**config.mk**
```make
export PLATFORM = sky130hd
export DESIGN_NAME = mac_sat_engine
export DESIGN_NICKNAME = d
export VERILOG_FILES = /design/src/rtl/mac_pkg.sv /design/src/rtl/mac_mult.sv /design/src/rtl/mac_alu.sv /design/src/rtl/mac_sat.sv /design/src/rtl/mac_sat_engine.sv
export SDC_FILE = /design/constraint.sdc
export NUM_CORES = 2
export LEC_CHECK = 0
export ABC_AREA = 0
export BUFFER_PORTS_ARGS = -buffer_cell sky130_fd_sc_hd__buf_2
export CAP_MARGIN = 20
export CORE_ASPECT_RATIO = 0.7
export CORE_MARGIN = 2
export CORE_UTILIZATION = 40
export DETAILED_ROUTE_END_ITERATION = 10
export HOLD_SLACK_MARGIN = 0.15
export PLACE_DENSITY_LB_ADDON = 0.15
export SLEW_MARGIN = 15
export SYNTH_ARGS = -nofsm -noshare
export SYNTH_HDL_FRONTEND = slang
export SYNTH_SLANG_ARGS = --single-unit
```
**constraint.sdc**
```tcl
create_clock -name clk -period 40.8 [get_ports clk]
set_input_delay 8.16 -clock clk [delete_from_list [all_inputs] [get_ports clk]]
set_output_delay 8.16 -clock clk [all_outputs]
set_load 0.01 [all_outputs]
```
**src/rtl/mac_pkg.sv**
```systemverilog
// Package: shared operation encoding for the multiply-accumulate engine.
// Assumes the operation field is two bits wide.
package mac_pkg;

    typedef enum logic [1:0] {
        OP_HOLD  = 2'b00,
        OP_ADD   = 2'b01,
        OP_SUB   = 2'b10,
        OP_SHIFT = 2'b11
    } mac_op_e;

endpackage

```
**src/rtl/mac_mult.sv**
```systemverilog
// Module: operand extension and product formation.
// Extends each operand to OP_W+1 bits (sign or zero), forms the signed
// product, and doubles it in fractional mode. Purely combinational.
// Assumes the product output is wide enough to hold the doubled
// unsigned-by-unsigned case without loss.
module mac_mult #(
    parameter int OP_W = 16
) (
    input  logic [OP_W-1:0]          a_op,
    input  logic [OP_W-1:0]          b_op,
    input  logic                     a_signed,
    input  logic                     b_signed,
    input  logic                     frac_mode,
    output logic signed [2*OP_W+2:0] prod
);

    localparam int RAW_W  = 2 * OP_W + 2;
    localparam int PROD_W = RAW_W + 1;

    logic signed [OP_W:0]        a_x;
    logic signed [OP_W:0]        b_x;
    logic signed [RAW_W-1:0]     raw;
    logic signed [PROD_W-1:0]    raw_w;

    // Extend operands, multiply, widen and optionally double.
    always_comb begin
        a_x   = {a_signed & a_op[OP_W-1], a_op};
        b_x   = {b_signed & b_op[OP_W-1], b_op};
        raw   = a_x * b_x;
        raw_w = {raw[RAW_W-1], raw};
        prod  = frac_mode ? (raw_w <<< 1) : raw_w;
    end

endmodule

```
**src/rtl/mac_alu.sv**
```systemverilog
// Module: wide combine / shift stage.
// Produces the exact (unclamped) result of accumulate, deduct or shift
// in WIDE_W bits, wide enough for a 40-bit value shifted left by
// SHIFT_MAX. Shift count is two's complement; magnitudes past SHIFT_MAX
// are limited to SHIFT_MAX. Purely combinational.
module mac_alu
    import mac_pkg::*;
#(
    parameter int ACC_W     = 40,
    parameter int PROD_W    = 35,
    parameter int SHIFT_MAX = 16,
    parameter int SH_W      = 6,
    parameter int WIDE_W    = 57
) (
    input  logic [ACC_W-1:0]         acc_in,
    input  logic signed [PROD_W-1:0] prod,
    input  mac_op_e                  op,
    input  logic [SH_W-1:0]          shift_amt,
    output logic signed [WIDE_W-1:0] wide
);

    logic signed [WIDE_W-1:0] acc_w;
    logic signed [WIDE_W-1:0] prod_w;
    logic [SH_W-1:0]          mag;
    logic                     go_left;

    // Derive shift direction and limited magnitude.
    always_comb begin
        go_left = shift_amt[SH_W-1];
        mag     = go_left ? (~shift_amt + 1'b1) : shift_amt;
        if (mag > SH_W'(SHIFT_MAX)) begin
            mag = SH_W'(SHIFT_MAX);
        end
    end

    // Form the exact result at full width.
    always_comb begin
        acc_w  = {{(WIDE_W-ACC_W){acc_in[ACC_W-1]}}, acc_in};
        prod_w = {{(WIDE_W-PROD_W){prod[PROD_W-1]}}, prod};
        unique case (op)
            OP_ADD:   wide = acc_w + prod_w;
            OP_SUB:   wide = acc_w - prod_w;
            OP_SHIFT: wide = go_left ? (acc_w <<< mag) : (acc_w >>> mag);
            default:  wide = acc_w;
        endcase
    end

endmodule

```
**src/rtl/mac_sat.sv**
```systemverilog
// Module: range check and clamp.
// Flags an exact result outside the signed SAT_W-bit and ACC_W-bit
// ranges, then wraps or clamps it to ACC_W bits. Guard mode clamps at
// the ACC_W limits, normal mode at the SAT_W limits (sign-extended).
// Purely combinational.
module mac_sat #(
    parameter int ACC_W  = 40,
    parameter int SAT_W  = 32,
    parameter int WIDE_W = 57
) (
    input  logic [WIDE_W-1:0] wide,
    input  logic              sat_en,
    input  logic              sat_guard,
    output logic [ACC_W-1:0]  res,
    output logic              ovf32,
    output logic              ovf40
);

    localparam logic [ACC_W-1:0] MAX_FULL = {1'b0, {(ACC_W-1){1'b1}}};
    localparam logic [ACC_W-1:0] MIN_FULL = {1'b1, {(ACC_W-1){1'b0}}};
    localparam logic [ACC_W-1:0] MAX_NORM = {{(ACC_W-SAT_W+1){1'b0}}, {(SAT_W-1){1'b1}}};
    localparam logic [ACC_W-1:0] MIN_NORM = {{(ACC_W-SAT_W+1){1'b1}}, {(SAT_W-1){1'b0}}};

    logic fit_full;
    logic fit_norm;
    logic neg;

    // Range tests: all bits from the limit's sign position upward agree.
    always_comb begin
        fit_full = (&wide[WIDE_W-1:ACC_W-1]) | ~(|wide[WIDE_W-1:ACC_W-1]);
        fit_norm = (&wide[WIDE_W-1:SAT_W-1]) | ~(|wide[WIDE_W-1:SAT_W-1]);
        neg      = wide[WIDE_W-1];
        ovf40    = ~fit_full;
        ovf32    = ~fit_norm;
    end

    // Select wrapped or clamped result.
    always_comb begin
        res = wide[ACC_W-1:0];
        if (sat_en) begin
            if (sat_guard) begin
                if (!fit_full) res = neg ? MIN_FULL : MAX_FULL;
            end else begin
                if (!fit_norm) res = neg ? MIN_NORM : MAX_NORM;
            end
        end
    end

endmodule

```
**src/rtl/mac_sat_engine.sv**
```systemverilog
// Module: top of the saturating multiply-accumulate engine.
// One shared product/combine/clamp path feeds two accumulator banks;
// the bank named by acc_sel is rewritten at the edge ending a non-hold
// operation. Assumes inputs are stable around the rising edge.
module mac_sat_engine
    import mac_pkg::*;
#(
    parameter int OP_W      = 16,
    parameter int GUARD_W   = 8,
    parameter int SHIFT_MAX = 16
) (
    input  logic                            clk,
    input  logic                            rst_n,
    input  logic [1:0]                      op,
    input  logic                            acc_sel,
    input  logic [OP_W-1:0]                 a_op,
    input  logic [OP_W-1:0]                 b_op,
    input  logic                            a_signed,
    input  logic                            b_signed,
    input  logic                            frac_mode,
    input  logic                            sat_en,
    input  logic                            sat_guard,
    input  logic [$clog2(SHIFT_MAX)+1:0]    shift_amt,
    output logic [GUARD_W+2*OP_W-1:0]       acc_a,
    output logic [GUARD_W+2*OP_W-1:0]       acc_b,
    output logic [1:0]                      ovf32,
    output logic [1:0]                      ovf40
);

    localparam int SAT_W   = 2 * OP_W;
    localparam int ACC_W   = GUARD_W + SAT_W;
    localparam int PROD_W  = 2 * OP_W + 3;
    localparam int SH_W    = $clog2(SHIFT_MAX) + 2;
    localparam int WIDE_W  = ACC_W + SHIFT_MAX + 1;
    localparam int NUM_ACC = 2;

    mac_op_e                  op_e;
    logic signed [PROD_W-1:0] prod;
    logic [ACC_W-1:0]         acc_cur;
    logic signed [WIDE_W-1:0] wide;
    logic [ACC_W-1:0]         res;
    logic                     res_o32;
    logic                     res_o40;

    logic [ACC_W-1:0]         acc_r [NUM_ACC];
    logic                     o32_r [NUM_ACC];
    logic                     o40_r [NUM_ACC];

    // Decode the operation field and pick the source accumulator.
    always_comb begin
        op_e    = mac_op_e'(op);
        acc_cur = acc_sel ? acc_r[1] : acc_r[0];
    end

    mac_mult #(.OP_W(OP_W)) u_mult (
        .a_op      (a_op),
        .b_op      (b_op),
        .a_signed  (a_signed),
        .b_signed  (b_signed),
        .frac_mode (frac_mode),
        .prod      (prod)
    );

    mac_alu #(
        .ACC_W     (ACC_W),
        .PROD_W    (PROD_W),
        .SHIFT_MAX (SHIFT_MAX),
        .SH_W      (SH_W),
        .WIDE_W    (WIDE_W)
    ) u_alu (
        .acc_in    (acc_cur),
        .prod      (prod),
        .op        (op_e),
        .shift_amt (shift_amt),
        .wide      (wide)
    );

    mac_sat #(
        .ACC_W  (ACC_W),
        .SAT_W  (SAT_W),
        .WIDE_W (WIDE_W)
    ) u_sat (
        .wide      (wide),
        .sat_en    (sat_en),
        .sat_guard (sat_guard),
        .res       (res),
        .ovf32     (res_o32),
        .ovf40     (res_o40)
    );

    for (genvar g = 0; g < NUM_ACC; g++) begin : g_acc
        // Write result and flags into this bank when it is targeted.
        always_ff @(posedge clk) begin
            if (!rst_n) begin
                acc_r[g] <= '0;
                o32_r[g] <= 1'b0;
                o40_r[g] <= 1'b0;
            end else if (op_e != OP_HOLD && acc_sel == 1'(g)) begin
                acc_r[g] <= res;
                o32_r[g] <= res_o32;
                o40_r[g] <= res_o40;
            end
        end
    end

    // Drive the outputs from the banks.
    always_comb begin
        acc_a = acc_r[0];
        acc_b = acc_r[1];
        ovf32 = {o32_r[1], o32_r[0]};
        ovf40 = {o40_r[1], o40_r[0]};
    end

    // a reset edge clears everything.
    assert_reset_clear_R1: assert property (@(posedge clk)
        !rst_n |=> (acc_a == '0 && acc_b == '0 && ovf32 == 2'b00 && ovf40 == 2'b00));

    // hold leaves all state untouched.
    assert_hold_R2: assert property (@(posedge clk) disable iff (!rst_n)
        (op == 2'b00) |=> ($stable(acc_a) && $stable(acc_b) && $stable(ovf32) && $stable(ovf40)));

    // targeting B leaves A alone.
    assert_unsel_R2: assert property (@(posedge clk) disable iff (!rst_n)
        (op != 2'b00 && acc_sel) |=> ($stable(acc_a) && $stable(ovf32[0]) && $stable(ovf40[0])));

    // normal saturation keeps A inside the 32-bit range.
    assert_norm_sat_R6: assert property (@(posedge clk) disable iff (!rst_n)
        (op != 2'b00 && !acc_sel && sat_en && !sat_guard)
        |=> ((&acc_a[ACC_W-1:SAT_W-1]) || !(|acc_a[ACC_W-1:SAT_W-1])));

    // a 40-bit overflow is always also a 32-bit overflow.
    assert_flag_order_R8: assert property (@(posedge clk) disable iff (!rst_n)
        (ovf40 & ~ovf32) == 2'b00);

endmodule

```
==> key figures <==
Run
  • Max-cap violations: 0

Placed design
  • Global placement routability congestion: 1.07
  • Port Buffers: 131
  • Post-DP Area: 0.0286 mm^2
  • Detailed placement HPWL: ~85 mm

Synthesis
  • Ys Warns: 0
  • Cell taking the most area after synthesis: fa_1
  • EDFF count, synth: just over 80
  • Synthesis-stage register bit count: 84
  • Synth top area share: 0.219
  • Synth Flop Type: edfxtp_1
  • Share of flip-flops with an asynchronous set or reset: 0
  • Synth area leaders: fa_1 22%, edfxtp_1 9.0%, ha_1 7.6%
  • Post-Syn Area per Cell: 7.90 um^2
  • Syn nets: 3962
  • Seq/Total Area, Yosys: 0.0918
  • Netlist cell types: approximately 110
  • Synth Cell Area: 0.0273 mm^2
  • Cell count after synthesis: about 3.5k

Floorplanning
  • Row count: 80
  • Die area: 0.0703 mm^2
  • IO Count: 132
  • DIE WIDTH: 316 um
  • Floorplan core area: between 0.06 and 0.07 mm^2
  • Starting Density: 0.402
  • Die Y: 222 um

Cells and area
  • FF+latch area: 0.00250 mm^2
  • Final instance area: 0.0289 mm^2
  • Fin nets: 3938
  • Commonest non-fill, non-tap cell in the layout: inv_1
  • Share of layout cells above drive strength 1: 0.103
  • Area occupied by multi-input gates: 0.0222 mm^2
  • Fill count: about 7k
  • Commonest non-fill, non-tap cells in the layout: 417 x inv_1, 335 x nand2_1, 298 x fa_1
  • Area Growth Syn to Fin: 6.06%
  • Finished Core Util: 0.427

Setup path
  • Critical path class: primary input to flip-flop
  • Max incr delay on CP: ~0.66 ns
  • Setup crit start kind: primary input
  • Flop-to-flop setup slack: 32.71 ns
  • Critical register-to-register path startpoint: acc_r[1][5]$_SDFFCE_PN0P_
  • Critical path buffers and inverters: 7
  • Critical path capture point type: flip-flop
  • Crit path arrival time: about 22 ns
  • Slowest-stage cell, CP: o311ai_0
  • Critical path required time: 40.87 ns
  • Crit path max-delay family: compound AO/OA/AOI/OAI gates
  • R2R cell count: 19
  • CP Max Fanout: 46
  • Worst R2R End: acc_r[1][7]$_SDFFCE_PN0P_

Clock network
  • Clock Sinks: 84
  • CTS root buf: clkbuf_16
  • Hold-fix buffer count after cts: 0
  • Reg clk slew, reported paths: 0.06 ns
  • CTS Buffer Depth: 2
  • H-Tree Depth: 3
  • Post-cts sizing count: 0
  • CTS Buf Count: 9
  • Setup Buffers After CTS: 0
  • Clock latency on the worst-skew pair: 0.35 ns
  • CTS tree: yes

Timing
  • Slew HR: 0.134
  • Min Tclk post-route: 21.54 ns
  • RSZ-0062 raised after global routing: false
  • Setup TNS: 0 ns
  • Max Slew Vio Count: 0
  • Final setup viols: 0
  • Hold WS: 0.495 ns
  • Hold Violations, Final: 0
  • Tightest Pin Transition: about 1.3 ns
  • Crit share post-route: 0.528
  • F_max: between 0.04 and 0.05 GHz
  • Clock Skew: 0.0133 ns

Drt
  • Drc violations: 0
  • DR vias/cell: roughly 6.2
  • TritonRoute pass-1 iters: 7
  • Total Wirelength: 107 mm
  • Starting DRT DRC Count: 3718
  • DR WL/cell: between 20 and 25 um
  • Vias after detailed routing: between 20k and 30k
  • Number of routed nets with antenna violations: 0

Global route
  • Largest net degree at the start of global routing: 60
  • Vias in the first global route: 25.6k
  • Global-route wire length before repair: around 160 mm
  • GRT Util Overall: 0.303
  • Total gr overflow: 0
  • Antenna violations before repair: 8

Outcome
  • Status: finished clean

Worst hold path
  • Hold path cells: 1
  • Tightest Hold Check Type: flip-flop to flip-flop
  • Min-delay src: o40_r[1]$_DFF_P_
  • Worst Hold End: o40_r[1]$_DFF_P_
flip-flops by register name, indices dropped and copies added, names as in the netlist:
signal and count:
o40_r 2, o32_r 2, acc_r 80
cells by family (layout without fill, tap and decap cells):
group,count (synthesis),count (layout),synth area share
adder cells (fa/ha/maj),464,464,0.295
multiplexers,164,164,0.0720
XOR/XNOR,90,90,0.0289
AND/OR/NAND/NOR,1056,1056,0.188
buffers and inverters,656,637,0.0960
AO/OA/AOI/OAI,936,936,0.228
flip-flops,84,84,0.0918
other,0,1,0
synthesized netlist by cell type, types with 78 or more instances:
library cell  count
inv_1           417
nand2_1         336
fa_1            298
a21oi_1         262
nor2_1          245
o21ai_0         173
ha_1            166
clkbuf_1        143
and2_1          140
mux2i_1          95
edfxtp_1         82
xnor2_1          78
final cells by class:
cell class | instances | share of cell area
Multi-Input combinational cell | 2710 | 0.768
Sequential cell | 84 | 0.0865
Inverter | 422 | 0.0548
Timing Repair Buffer | 199 | 0.0403
Tap cell | 902 | 0.0390
Clock buffer | 9 | 0.00779
Clock inverter | 7 | 0.00355
Antenna cell | 1 | 0.0000865
worst max path at each step:
stage                                            end      from  cells past startpoint  slack, ns
final                      acc_r[1][7]$_SDFFCE_PN0P_   b_op[2]                     42      19.26
after global routing       acc_r[0][5]$_SDFFCE_PN0P_   b_op[2]                     42      18.44
after CTS                  acc_r[0][0]$_SDFFCE_PN0P_   b_op[2]                     42      19.52
after detailed placement   acc_r[0][0]$_SDFFCE_PN0P_   b_op[2]                     42      19.21
after global placement     acc_r[0][0]$_SDFFCE_PN0P_  b_op[15]                     44      19.61
after floorplan           acc_r[0][22]$_SDFFCE_PN0P_   b_op[9]                     47      21.59
layer usage:
metal  vias to the layer above  share of wire  track usage
li1                      11913              -            -
met3                       213           0.14        0.107
met1                     13070           0.45        0.456
met5                         -        0.00070            0
met2                      1615           0.39        0.416
met4                        12          0.020       0.0529
metrics by stage:
stage          instances  setup slack, ns
5_1_grt             4333            18.44
3_5_place_dp        4317            19.21
6_report            4334            19.26
4_1_cts             4333            19.52
3_3_place_gp        4317            19.61
2_1_floorplan       3450            21.59
Power is left out: the tool's default activity adds up to more than one toggle a clock period on the data nets, which glitch-free logic cannot reach.
